<file path="src/rtl/utc_pkg.sv">
package utc_pkg;

    typedef enum logic [1:0] {
        ST_HALT_UP   = 2'd0,
        ST_HALT_DOWN = 2'd1,
        ST_RUN_UP    = 2'd2,
        ST_RUN_DOWN  = 2'd3
    } utc_state_e;

    typedef enum logic [1:0] {
        EVM_OFF  = 2'd0,
        EVM_DIR  = 2'd1,
        EVM_TICK = 2'd2,
        EVM_RSVD = 2'd3
    } utc_evmode_e;

    typedef enum logic [2:0] {
        ACT_HOLD   = 3'd0,
        ACT_INC    = 3'd1,
        ACT_DEC    = 3'd2,
        ACT_CLEAR  = 3'd3,
        ACT_RELOAD = 3'd4,
        ACT_LOAD   = 3'd5
    } utc_act_e;

    localparam logic [1:0] SEL_COUNT  = 2'd0;
    localparam logic [1:0] SEL_PERIOD = 2'd1;
    localparam logic [1:0] SEL_CTRL   = 2'd2;

    localparam int CTRL_RUN_BIT  = 0;
    localparam int CTRL_DOWN_BIT = 1;
    localparam int CTRL_EVM_LSB  = 2;

endpackage

</file>
<file path="src/rtl/utc_ctrl_fsm.sv">
module utc_ctrl_fsm
    import utc_pkg::*;
(
    input  logic        clk,
    input  logic        rst_n,
    input  logic        ctrl_wr,
    input  logic        ctrl_run,
    input  logic        ctrl_down,
    input  logic [1:0]  ctrl_evmode,
    input  logic        evt_in,
    output utc_state_e  state_q,
    output utc_evmode_e evmode_q
);

    utc_state_e state_d;
    logic       run_now;

    // State register
    always_ff @(posedge clk) begin
        if (!rst_n) begin
            state_q  <= ST_HALT_UP;
            evmode_q <= EVM_OFF;
        end else begin
            state_q <= state_d;
            if (ctrl_wr) begin
                evmode_q <= utc_evmode_e'(ctrl_evmode);
            end
        end
    end

    // Next-state logic: CTRL_WRITE > EVENT_STEER > HOLD
    always_comb begin
        unique case (state_q)
            ST_HALT_UP, ST_HALT_DOWN: run_now = 1'b0;
            ST_RUN_UP,  ST_RUN_DOWN:  run_now = 1'b1;
            default:                  run_now = 1'b0;
        endcase

        state_d = state_q;
        if (ctrl_wr) begin
            state_d = utc_state_e'({ctrl_run, ctrl_down});
        end else if (evmode_q == EVM_DIR) begin
            state_d = utc_state_e'({run_now, evt_in});
        end
    end

endmodule

</file>
<file path="src/rtl/utc_step.sv">
module utc_step
    import utc_pkg::*;
#(
    parameter int WIDTH = 16
) (
    input  utc_state_e       state_q,
    input  logic             tick,
    input  logic             cnt_wr,
    input  logic [WIDTH-1:0] cnt_q,
    input  logic [WIDTH-1:0] top_q,
    output utc_act_e         act
);

    localparam logic [WIDTH-1:0] ALL_ONES = {WIDTH{1'b1}};
    localparam logic [WIDTH-1:0] BOTTOM   = '0;

    always_comb begin
        act = ACT_HOLD;
        unique case (state_q)
            ST_HALT_UP, ST_HALT_DOWN: act = ACT_HOLD;
            ST_RUN_UP: begin
                if (tick) begin
                    act = ((cnt_q == top_q) || (cnt_q == ALL_ONES)) ? ACT_CLEAR : ACT_INC;
                end
            end
            ST_RUN_DOWN: begin
                if (tick) begin
                    act = (cnt_q == BOTTOM) ? ACT_RELOAD : ACT_DEC;
                end
            end
            default: act = ACT_HOLD;
        endcase
        if (cnt_wr) begin
            act = ACT_LOAD;
        end
    end

endmodule

</file>
<file path="src/rtl/utc_datapath.sv">
module utc_datapath
    import utc_pkg::*;
#(
    parameter int WIDTH = 16
) (
    input  logic             clk,
    input  logic             rst_n,
    input  utc_act_e         act,
    input  logic             per_wr,
    input  logic [WIDTH-1:0] wr_data,
    output logic [WIDTH-1:0] cnt_q,
    output logic [WIDTH-1:0] per_q,
    output logic             pulse_q
);

    localparam logic [WIDTH-1:0] ONE = WIDTH'(1);

    always_ff @(posedge clk) begin
        if (!rst_n) begin
            cnt_q   <= '0;
            per_q   <= '1;
            pulse_q <= 1'b0;
        end else begin
            unique case (act)
                ACT_HOLD:   cnt_q <= cnt_q;
                ACT_INC:    cnt_q <= cnt_q + ONE;
                ACT_DEC:    cnt_q <= cnt_q - ONE;
                ACT_CLEAR:  cnt_q <= '0;
                ACT_RELOAD: cnt_q <= per_q;
                ACT_LOAD:   cnt_q <= wr_data;
                default:    cnt_q <= cnt_q;
            endcase
            pulse_q <= (act == ACT_CLEAR) || (act == ACT_RELOAD);
            if (per_wr) begin
                per_q <= wr_data;
            end
        end
    end

endmodule

</file>
<file path="src/rtl/updown_period_timer.sv">
module updown_period_timer
    import utc_pkg::*;
#(
    parameter int WIDTH = 16
) (
    input  logic             clk,
    input  logic             rst_n,
    input  logic             tick_en,
    input  logic             wr_en,
    input  logic [1:0]       wr_sel,
    input  logic [WIDTH-1:0] wr_data,
    input  logic             evt_in,
    output logic [WIDTH-1:0] cnt_out,
    output logic             wrap_pulse,
    output logic             dir_out
);

    utc_state_e       state_q;
    utc_evmode_e      evmode_q;
    utc_act_e         act;
    logic             cnt_wr, per_wr, ctrl_wr;
    logic             tick_now, running;
    logic [WIDTH-1:0] period_q;

    assign cnt_wr  = wr_en && (wr_sel == SEL_COUNT);
    assign per_wr  = wr_en && (wr_sel == SEL_PERIOD);
    assign ctrl_wr = wr_en && (wr_sel == SEL_CTRL);

    assign tick_now = (evmode_q == EVM_TICK) ? evt_in : tick_en;

    // Output decode of the state
    always_comb begin
        unique case (state_q)
            ST_HALT_UP:   begin running = 1'b0; dir_out = 1'b0; end
            ST_HALT_DOWN: begin running = 1'b0; dir_out = 1'b1; end
            ST_RUN_UP:    begin running = 1'b1; dir_out = 1'b0; end
            ST_RUN_DOWN:  begin running = 1'b1; dir_out = 1'b1; end
            default:      begin running = 1'b0; dir_out = 1'b0; end
        endcase
    end

    utc_ctrl_fsm u_fsm (
        .clk         (clk),
        .rst_n       (rst_n),
        .ctrl_wr     (ctrl_wr),
        .ctrl_run    (wr_data[CTRL_RUN_BIT]),
        .ctrl_down   (wr_data[CTRL_DOWN_BIT]),
        .ctrl_evmode (wr_data[CTRL_EVM_LSB +: 2]),
        .evt_in      (evt_in),
        .state_q     (state_q),
        .evmode_q    (evmode_q)
    );

    utc_step #(.WIDTH(WIDTH)) u_step (
        .state_q (state_q),
        .tick    (tick_now),
        .cnt_wr  (cnt_wr),
        .cnt_q   (cnt_out),
        .top_q   (period_q),
        .act     (act)
    );

    utc_datapath #(.WIDTH(WIDTH)) u_dp (
        .clk     (clk),
        .rst_n   (rst_n),
        .act     (act),
        .per_wr  (per_wr),
        .wr_data (wr_data),
        .cnt_q   (cnt_out),
        .per_q   (period_q),
        .pulse_q (wrap_pulse)
    );

endmodule

</file>
<file path="config.mk">
export PLATFORM = sky130hd
export DESIGN_NAME = updown_period_timer
export DESIGN_NICKNAME = d
export VERILOG_FILES = /design/src/rtl/utc_pkg.sv /design/src/rtl/utc_ctrl_fsm.sv /design/src/rtl/utc_step.sv /design/src/rtl/utc_datapath.sv /design/src/rtl/updown_period_timer.sv
export SDC_FILE = /design/constraint.sdc
export NUM_CORES = 1
export LEC_CHECK = 0
export ABC_AREA = 1
export BUFFER_PORTS_ARGS = -buffer_cell sky130_fd_sc_hd__buf_2
export CAP_MARGIN = 10
export CORE_MARGIN = 3
export CORE_UTILIZATION = 35
export DETAILED_ROUTE_END_ITERATION = 12
export GPL_ROUTABILITY_DRIVEN = 0
export PLACE_DENSITY = 0.6
export REMOVE_ABC_BUFFERS = 1
export SYNTH_ARGS = -nofsm -noshare
export SYNTH_HDL_FRONTEND = slang
export SYNTH_HIERARCHICAL = 1
export SYNTH_SLANG_ARGS = --single-unit
</file>
<file path="constraint.sdc">
create_clock -name clk -period 3.65 [get_ports clk]
set_input_delay 0.1825 -clock clk [delete_from_list [all_inputs] [get_ports clk]]
set_output_delay 0.1825 -clock clk [all_outputs]
set_load 0.1 [all_outputs]
</file>
==> flow_results.org <==
** Worst hold path
- The tightest min-delay check is of the input port to flip-flop type.
- Counting instances, the worst hold path has a depth of 3.

** CTS
- The clock drives 37 sinks.
- The clock reaches the later pin of the worst-skew pair after 0.29 ns.
- TritonCTS buffer count :: 5
- The H-tree was split into 2 levels.
- Clock transition at the register clock pins on the worst setup and hold paths after CTS :: 0.08 ns
- Clock root buffer master :: sky130_fd_sc_hd__clkbuf_8
- TritonCTS built the clock tree.
- Setup Fix Bufs, Post-CTS :: 0
- No sink is reached through more buffers than the 2 on the longest clock path.
- Buffers inserted to repair hold after CTS numbered 0.

** Critical path
- Maximum single-stage delay on the critical path :: 0.49 ns
- Worst endpoint required time :: 3.88 ns
- STA classifies the critical path endpoint as a flip-flop.
- Critical Path Fanout Max :: 15
- Slowest cell on the critical path :: sky130_fd_sc_hd__dfxtp_1
- The number of cells on the worst reg-to-reg path is 22.
- The cell that appears most often on the critical path is sky130_fd_sc_hd__nand2_1.
- Critical Path, Cell by Cell :: inv_1 -> nand2_1 -> nand2_1 -> nor2_1 -> nand2_1 -> nor2_1 -> nand2_1 -> nand2_1 -> nand2_1 -> a21oi_2 -> inv_2 -> nor2_1 -> nand2_1 -> inv_1 -> buf_4 -> ha_1 -> or2_2 -> and2_1 -> a21oi_1 -> xnor2_1 -> nand2_1 -> a21oi_1
- Type of element launching the critical path :: flip-flop
- Data on the critical path arrives at its endpoint at 3.54 ns.
- The worst setup path is of the flip-flop to flip-flop kind.

** Yosys
- After synthesis the netlist holds a flip-flop and latch count of 37.
- Dominant combinational cell family by area after synthesis :: simple AND/OR/NAND/NOR gates
- Of all cell types, the one taking the most synthesized area is sky130_fd_sc_hd__dfxtp_1.
- Mean instance size in the synthesized netlist :: 5.97 um^2
- For this run, the register share of the synthesized area comes to 24.0%.
- Synthesis produced 517 cells.
- Share of the synthesized area in compound gates (AO/OA/AOI/OAI) :: 16.8%
- The synthesized netlist devotes 37.9% of its cell area to simple gates.
- Netlist area before placement :: 3080 um^2
- Largest cells by area after synthesis :: sky130_fd_sc_hd__dfxtp_1, sky130_fd_sc_hd__nand2_1, sky130_fd_sc_hd__inv_1
- Cell types with the highest counts after synthesis :: sky130_fd_sc_hd__nand2_1, sky130_fd_sc_hd__inv_1, sky130_fd_sc_hd__nor2_1
- Proportion of synthesized flip-flops having asynchronous set or reset :: 0%
- After Yosys synthesis, full adders, half adders and majority gates account for 6.33% of the synthesized area.
- Top-area cell type share of the netlist area :: 24.0%
- Summing the areas of all xor and xnor instances in the mapped netlist gives 1.70% of the synthesized area.
- Most common flop cell mapped by yosys :: sky130_fd_sc_hd__dfxtp_1
- Most common cell in the synthesized netlist :: sky130_fd_sc_hd__nand2_1
- In this run, synthesis inferred 0 flip-flops with an integrated enable.
- After synthesis, the share of cell area in mux cells is 0%.
- Unique masters post-synth :: 38
- During synthesis, Yosys emitted a total of 6 warnings.

** STA
- Based on the critical path, the design can be clocked at up to 0.302 GHz.
- Summed over all failing endpoints, the final setup total negative slack is 0 ns.
- Final hold violation count :: 0
- The number of max-slew violations in the final report came to 0.
- Setup repair after global routing missed its margin :: false
- Final hold analysis gives a worst-case slack of 0.116 ns.
- Final critical-path share of the clock period :: 90.7%
- For the pin with the worst max-slew slack, the measured transition is 0.689 ns.
- The clock period could shrink to 3.31 ns.
- Between clock sinks in the finished design, the worst skew comes to 0.00615 ns.
- Setup violations remaining at the end of the flow were counted as 0.
- In this run the tightest slew margin relative to its limit is 53.8%.

** Pwr
- Net Sw Power :: 456 uW
- In this run the power density over the cells is 341 nW/um^2.
- Switching part of the total :: 38.0%
- Sequential fraction of design power :: 39.0%
- Worst supply voltage drop on vdd :: 0.191 mV
- Clk pwr share :: 32.0%
- The share of total power dissipated in combinational logic is 29.1%.
- The internal power of the cells totals 744 uW.
- Static leakage :: 0.00198 uW

** Route
- The first routing iteration left 188 violations.
- First drt pass iteration count :: 5
- For this block, the via count after detailed routing is 3371.
- For this block, the routed nets add up to 9270 um of wire.
- Antenna-violating nets left :: 0
- In the final routed layout, each cell accounts on average for 14.0 um.
- In the routed design, unresolved DRC markers number 0.
- Post-detailed-route via-to-cell ratio :: 5.08

** Die
- The floorplan step set the die width to 99.9 um.
- Top-level port count :: 41
- After floorplanning, the core was divided into 33 placement rows.
- Die Area :: 9970 um^2
- Measured along the y axis, the die boundary spans 99.9 um.
- The floorplan step defined a core boundary enclosing 8380 um^2.
- For this configuration, the core starts out at a cell density of 36.8%.

** Placed design
- Once detailed placement completed, the half-perimeter wirelength came to 6930 um.
- The count of buffers added on input and output ports is 40.

** Layout
- The number of antenna diodes in the final layout is 0.
- Cells with a size suffix above 1 make up 14.3% of the layout.
- At the end of the flow, the number of nets in the layout was 595.
- Relative to the synthesized area, the layout overhead comes to 14.1%.

** Global route
- First-pass GRT wire length :: 15600 um
- Entering global routing, the biggest net connects 21 pins.
- Number of global-route vias before repair :: 3279
- For this run, the total global-route usage over all layers was measured as 19.3%.
- GR Overflow Total :: 0
- The initial antenna violation count is 0.

** Flow run
- The tool flagged a number of max-cap violations equal to 0.

** Status
- The flow ran to the end, and the final reports show no timing, DRC or antenna violations.
-- critical path: cells and delay by family (launching register included) --
kind | cells | cell delay, ns
and+or+nand+nor | 13 | 1.34
AOI/OAI and AO/OA | 3 | 0.50
DFF | 1 | 0.49
buffers and inverters | 4 | 0.45
adders and majority gates | 1 | 0.32
xor gates and xnor gates | 1 | 0.15
-- power groups by stage --
| stage | Combinational (uW) | Sequential, uW | Clock [uW] |
|---|---|---|---|
| CTS | 348 | 467 | 392 |
| floorplan | 152 | 576 | 0 |
| detailed placement | 347 | 476 | 0 |
| finish | 349 | 467 | 383 |
| global placement | 343 | 475 | 0 |
| global route | 383 | 472 | 405 |
-- per-layer routing --
layer / vias to the layer above / share of wire, % / global-route usage [%]
li1: 1730 / - / -
met1: 1536 / 48 / 25.5
met2: 90 / 46 / 33.2
met3: 15 / 4.9 / 2.64
met4: 0 / 1.6 / 4.73
met5: - / 0 / 0
-- state kept, by name (all words and copies together), names as in the netlist --
signal / flops
u_dp/cnt_q: 16
u_dp/per_q: 16
u_dp/pulse_q: 1
u_fsm/evmode_q: 2
u_fsm/state_q: 2
-- cell families (layout without fill, tap and decap cells) --
| family | count (synthesis) | after routing |
|---|---|---|
| AOI/OAI and AO/OA | 87 | 87 |
| adders and majority gates | 15 | 15 |
| xor gates and xnor gates | 6 | 6 |
| and+or+nand+nor | 269 | 269 |
| buffers and inverters | 103 | 144 |
| DFF | 37 | 37 |
-- worst paths after layout --
path                         end           start  slack, ns
setup / recovery   u_dp/cnt_q[8]  u_dp/cnt_q[14]       0.34
hold / removal    u_dp/per_q[14]     wr_data[14]       0.12
setup reg to reg   u_dp/cnt_q[8]  u_dp/cnt_q[14]       0.34
hold reg to reg    u_dp/per_q[2]   u_dp/per_q[2]       0.50
-- area by class of cell --
class,count,area (um^2)
inverters,90,340
well taps,105,131
clock inverters,1,30.0
flip-flops and latches,37,743
repair buffers,46,245
multi-input cells,377,1940
clock buffers,7,86.3
fillers,922,4860
-- timing repair --
item / in CTS / in global routing
gates resized for setup: 0 / 3
endpoints found under the hold margin: 0 / 0
endpoints found under the setup margin: 0 / 1
-- stage by stage --
step / total power [uW] / std cells / worst slack [ns] / area, um^2 / utilization (%)
final: 1200 / 663 / 0.339 / 3520 / 42.0
after floorplan: 729 / 504 / -0.160 / 3020 / -
after global routing: 1260 / 663 / 0.00152 / 3520 / 42.0
after detailed placement: 823 / 655 / 0.387 / 3400 / 40.5
after CTS: 1210 / 663 / 0.334 / 3510 / 41.9
after global placement: 818 / 655 / 0.418 / 3400 / 40.5
-- placed cells by master, fill, tap and decap left out, types with 3 or more instances in the layout --
master and n:
sky130_fd_sc_hd__a311oi_2 5, sky130_fd_sc_hd__buf_4 6, sky130_fd_sc_hd__buf_2 40, sky130_fd_sc_hd__or2_2 3
sky130_fd_sc_hd__inv_2 5, sky130_fd_sc_hd__dfxtp_1 35, sky130_fd_sc_hd__o21ai_0 34, sky130_fd_sc_hd__nor2_2 3
sky130_fd_sc_hd__ha_1 14, sky130_fd_sc_hd__nor2_1 47, sky130_fd_sc_hd__nor3_1 7, sky130_fd_sc_hd__a21oi_1 37
sky130_fd_sc_hd__nand2_1 151, sky130_fd_sc_hd__clkbuf_8 6, sky130_fd_sc_hd__nand4_1 8, sky130_fd_sc_hd__a311oi_1 4
sky130_fd_sc_hd__xor2_1 4, sky130_fd_sc_hd__inv_1 83, sky130_fd_sc_hd__nand3_1 36
Power figures use the tool's default switching activity.
